File: config.mk
export PLATFORM = sky130hd
export DESIGN_NAME = serial_frame_tx
export DESIGN_NICKNAME = d
export VERILOG_FILES = /design/src/rtl/sertx_pkg.sv /design/src/rtl/sertx_parity.sv /design/src/rtl/sertx_ctrl.sv /design/src/rtl/sertx_shifter.sv /design/src/rtl/serial_frame_tx.sv
export SDC_FILE = /design/constraint.sdc
export NUM_CORES = 1
export LEC_CHECK = 0
export BUFFER_PORTS_ARGS = -buffer_cell sky130_fd_sc_hd__buf_2
export CAP_MARGIN = 30
export CORE_MARGIN = 5
export CORE_UTILIZATION = 46
export CTS_BUF_LIST = sky130_fd_sc_hd__clkbuf_16
export DETAILED_ROUTE_END_ITERATION = 12
export PLACE_DENSITY = 0.82
export SETUP_SLACK_MARGIN = 0.4
export SLEW_MARGIN = 20
export SYNTH_ARGS = -nofsm -noshare
export SYNTH_HDL_FRONTEND = slang
export SYNTH_SLANG_ARGS = --single-unit
export TNS_END_PERCENT = 1
File: constraint.sdc
create_clock -name clk -period 1.2 [get_ports clk]
set_input_delay 0.3 -clock clk [delete_from_list [all_inputs] [get_ports clk]]
set_output_delay 0.3 -clock clk [all_outputs]
set_load 0.02 [all_outputs]
File: src/rtl/sertx_pkg.sv
package sertx_pkg;
  typedef enum logic {
    TX_IDLE = 1'b0,
    TX_SEND = 1'b1
  } tx_state_e;

  function automatic int frame_slots(input int data_w);
    return data_w + 2;
  endfunction
endpackage

File: src/rtl/sertx_parity.sv
module sertx_parity #(
  parameter int W = 7
) (
  input  logic [W-1:0] bits_i,
  output logic         odd_bit_o
);
  // Chosen so that ones(bits_i) + odd_bit_o is odd.
  always_comb odd_bit_o = ~(^bits_i);
endmodule

File: src/rtl/sertx_ctrl.sv
module sertx_ctrl
  import sertx_pkg::*;
#(
  parameter int SLOTS = 10
) (
  input  logic clk,
  input  logic rst_n,
  input  logic start_i,
  input  logic tick_i,
  output logic shift_o,
  output logic busy_o
);
  localparam int CW = $clog2(SLOTS + 1);

  tx_state_e     state_q;
  logic [CW-1:0] slot_q;
  logic          last_slot;

  always_comb begin
    last_slot = (slot_q == CW'(SLOTS - 1));
    shift_o   = (state_q == TX_SEND) && tick_i;
    busy_o    = (state_q == TX_SEND);
  end

  always_ff @(posedge clk) begin
    if (!rst_n) begin
      state_q <= TX_IDLE;
      slot_q  <= '0;
    end else begin
      case (state_q)
        TX_IDLE: if (start_i) begin
          state_q <= TX_SEND;
          slot_q  <= '0;
        end
        TX_SEND: if (tick_i) begin
          if (last_slot) begin
            state_q <= TX_IDLE;
            slot_q  <= '0;
          end else begin
            slot_q <= slot_q + CW'(1);
          end
        end
        default: state_q <= TX_IDLE;
      endcase
    end
  end
endmodule

File: src/rtl/sertx_shifter.sv
module sertx_shifter #(
  parameter int SLOTS = 10
) (
  input  logic             clk,
  input  logic             rst_n,
  input  logic             load_i,
  input  logic [SLOTS-1:0] frame_i,
  input  logic             shift_i,
  output logic             line_o
);
  logic [SLOTS-1:0] sh_q;

  always_ff @(posedge clk) begin
    if (!rst_n) begin
      sh_q <= '1;
    end else if (load_i) begin
      sh_q <= frame_i;
    end else if (shift_i) begin
      sh_q <= {1'b1, sh_q[SLOTS-1:1]};
    end
  end

  always_comb line_o = sh_q[0];
endmodule

File: src/rtl/serial_frame_tx.sv
module serial_frame_tx
  import sertx_pkg::*;
#(
  parameter int DATA_W     = 8,
  parameter bit HAS_PARITY = 1'b1
) (
  input  logic              clk,
  input  logic              rst_n,
  input  logic              baud_tick,
  input  logic              wr_valid,
  input  logic [DATA_W-1:0] wr_data,
  output logic              wr_ready,
  input  logic              par_en,
  output logic              txd,
  output logic              busy
);
  localparam int SLOTS = frame_slots(DATA_W);

  logic              accept;
  logic              shift;
  logic [DATA_W-1:0] payload;
  logic [SLOTS-1:0]  frame;

  generate
    if (HAS_PARITY) begin : g_par
      logic odd_bit;
      sertx_parity #(.W(DATA_W - 1)) u_par (
        .bits_i   (wr_data[DATA_W-2:0]),
        .odd_bit_o(odd_bit)
      );
      always_comb payload = par_en ? {odd_bit, wr_data[DATA_W-2:0]} : wr_data;
    end else begin : g_nopar
      always_comb payload = wr_data;
    end
  endgenerate

  always_comb begin
    wr_ready = ~busy;
    accept   = wr_valid & wr_ready;
    frame    = {1'b1, payload, 1'b0};
  end

  sertx_ctrl #(.SLOTS(SLOTS)) u_ctrl (
    .clk    (clk),
    .rst_n  (rst_n),
    .start_i(accept),
    .tick_i (baud_tick),
    .shift_o(shift),
    .busy_o (busy)
  );

  sertx_shifter #(.SLOTS(SLOTS)) u_shift (
    .clk    (clk),
    .rst_n  (rst_n),
    .load_i (accept),
    .frame_i(frame),
    .shift_i(shift),
    .line_o (txd)
  );
endmodule

==> flow_metrics.env <==
export IMPL_critPathSlowestCell="dfxtp_4"
export IMPL_avgSynthCellArea_sq_um=9.22
export IMPL_grtUsageTotal_pct=16.9
export IMPL_yosysSeqAreaShare_pct=37.1
export IMPL_yosysTopAreaCell="dfxtp_1"
export IMPL_grt_pass1_vias=722
export IMPL_area_delta_synth_final_pct=47.8
export IMPL_syn_inst=82
export IMPL_synth_cell_types=31
export IMPL_antenna_found_initial=0
export IMPL_die_area_sq_mm=0.00255
export IMPL_pre_cts_ws_ns=-0.128
export IMPL_max_stage_delay_ns=0.37
export IMPL_grt_first_pass_wirelength_um=3330
export IMPL_dieHeight_um=50.5
export IMPL_route_detailed_drc=0
export IMPL_clock_path_buffers=2
export IMPL_max_slew_margin_pct=77.7
export IMPL_crit_chain="buf_6 -> inv_2 -> buf_6"
export IMPL_cp_max_fo=8
export IMPL_cts_buffers=3
export IMPL_grt_overflow=0
export IMPL_place_area_sq_um=903
export IMPL_max_cap_viol_count=0
export IMPL_ys_warn_count=0
export IMPL_p_per_area_mw_per_mm2=1280
export IMPL_worst_pin_slew_ns=0.334
export IMPL_routedWlPerCell_um=16.5
export IMPL_ys_seq_elements=14
export IMPL_finalPower_w=0.00143
export IMPL_start_util_pct=49.6
export IMPL_slew_viol_final=0
export IMPL_yosys_area_top_type_share_pct=37.1
export IMPL_min_period_ns=1.19
export IMPL_ios=16
export IMPL_routed_via_density=5.85
export IMPL_antenna_left=0
export IMPL_synth_edf_count=0
export IMPL_die_width_um=50.5
export IMPL_antenna_cells=0
export IMPL_fmax_mhz=842
export IMPL_vias=719
export IMPL_finalSetupViolCount=0
export IMPL_cpMostUsedCell="buf_6"
export IMPL_ctsHoldBuffers=0
export IMPL_drive_gt1_share_pct=50.5
export IMPL_stdcell_area_sq_mm=0.00112
export IMPL_worst_setup_path_end_kind="output port"
export IMPL_path_clk_slew_ns=0.05
export IMPL_cts_root_buf="clkbuf_16"
export IMPL_htree_num_levels=1
export IMPL_timing_final_ws_setup_ns=0.0125
export IMPL_critPathKind="flip-flop to output port"
export IMPL_rsz0062_at_grt="true"
export IMPL_fillCellCount=109
export IMPL_final_hold_viol_count=0
export IMPL_drtIter0Drc=29
export IMPL_finClkSkew_ns=0.00130
export IMPL_critPathArrivalTime_ns=0.89
export IMPL_firstDrtPassIters=4
export IMPL_io_buffers=15
export IMPL_syn_cell_area_sq_um=756
export IMPL_grt_start_max_net_pins=11
export IMPL_cts_tree="done"
export IMPL_status="finished, final reports clean"
export IMPL_holdCritPathClass="primary input to flip-flop"
export IMPL_finish_net_count=123
export IMPL_async_flop_share_pct=0
export IMPL_required_ns=0.90
export IMPL_ir_worst_vdd_mv=1.24
export IMPL_place_congestion=0.788
export IMPL_fin_crit_sh_pct=99.0
export IMPL_synthesis_nets=97
export IMPL_ys_flop_type="dfxtp_1"
export IMPL_power_leakage_nw=0.483
export IMPL_core_region_area_sq_mm=0.00152
export IMPL_synth_area_leaders="dfxtp_1 (37%), a211oi_1 (7.0%), o21ai_0 (6.0%), xnor3_1 (6.0%), and3b_1 (4.6%)"
export IMPL_clock_sinks=14
export IMPL_start_kind="flip-flop"
export IMPL_rows=14
export IMPL_hpwlAfterDp_um=1350
export IMPL_clock_latency_ns=0.24
export IMPL_wirelength_um=2040
## metal layers
metal	vias to the layer above	share of wire [%]	GRT usage (%)
li1	353	-	-
met1	343	41	20.6
met2	21	54	28.7
met3	2	4.1	4.73
met4	0	0.69	4.68
met5	-	0	0
## cell usage after synthesis (2+ instances only)
library cell and instances:
and3b_1 4, nand2_1 2, xnor3_1 2, ha_1 2
a211oi_1 7, nor2b_1 2, and3_1 3, nand3_1 2
o21ai_0 9, inv_1 4, nor2_1 8, xnor2_1 2
buf_2 2, dfxtp_1 14, a21oi_1 2, nand3b_1 2
## cell families after synthesis
logic type / after synthesis / synth area share (%)
xor+xnor: 4 / 8.28
fa+ha+maj: 2 / 3.31
mux: 2 / 2.81
compound gates: 25 / 23.0
flops: 14 / 37.1
buf+inv: 8 / 4.30
simple gates: 27 / 21.2
## cell usage in the layout, fill, tap and decap left out, drive strengths merged
cell type and instances:
buf 25, dfxtp 14, o21ai 9, nor2 8, a211oi 7, and3b 5, inv 4, and3 3
clkbuf 3, nor2b 2, nand3b 2, nand3 2, xnor3 2, xnor2 2, nand2 2, a21oi 2
ha 2, nand2b 1, and2 1, mux2i 1, a221o 1, nand4b 1, a32oi 1, mux2 1
a41oi 1, a311oi 1, o221a 1, o22ai 1, o211ai 1, clkinv 1
## cell type report
| class | count | area (sq um) | share of cell area, % |
|---|---|---|---|
| clock inverter | 1 | 3.75 | 0.336 |
| tap | 16 | 20.0 | 1.79 |
| clock buffer | 3 | 75.1 | 6.72 |
| timing repair buffer | 25 | 185 | 16.6 |
| sequential | 14 | 290 | 26.0 |
| multi-input combinational | 60 | 526 | 47.0 |
| inverter | 4 | 17.5 | 1.57 |
## repair_timing
item / in CTS / in global routing
resized for setup: 9 / 26
setup endpoints to repair: 17 / 17
setup buffers: 3 / 0
pin swaps: 0 / 10
gates cloned: 0 / 0
## state kept, by name, indices dropped and copies added, names as in the netlist
| signal | count |
|---|---|
| u_ctrl.busy_o | 1 |
| u_shift.sh_q | 9 |
| u_ctrl.slot_q | 4 |
## path summary, 6_finish.rpt
kind / from / to / slack (ns) / cells after the start
setup reg to reg: u_ctrl.busy_o$_SDFF_PN0_ / u_ctrl.slot_q[3]$_SDFFE_PN0P_ / 0.02 / 3
setup / recovery: u_ctrl.busy_o$_SDFF_PN0_ / wr_ready / 0.01 / 3
hold reg to reg: u_shift.sh_q[0]$_SDFFE_PN1P_ / u_shift.sh_q[0]$_SDFFE_PN1P_ / 0.49 / 1
hold / removal: wr_data[0] / u_shift.sh_q[1]$_SDFFE_PN1P_ / 0.35 / 3
## power breakdown
part	internal, W	switching (W)	leakage [nW]
sequential	0.000495	0.0000246	0.117
combinational	0.000152	0.000129	0.327
clock	0.000440	0.000187	0.0385
## per-stage QoR
step | std cells | utilization, % | TNS [ns] | hold WS [ns]
5_1_grt | 123 | 73.3 | -0.0651 | 0.383
6_report | 123 | 73.3 | 0 | 0.351
2_1_floorplan | 82 | - | 0 | 0.451
3_3_place_gp | 116 | 59.3 | 0 | 0.470
4_1_cts | 123 | 68.6 | 0 | 0.365
3_5_place_dp | 116 | 59.3 | -0.165 | 0.475
## worst max-delay path, delay by kind of cell (launching register included)
kind | cells | cell delay [ns]
DFF | 1 | 0.37
buffers and inverters | 3 | 0.28
No activity file was read; power rests on OpenSTA's default activity.
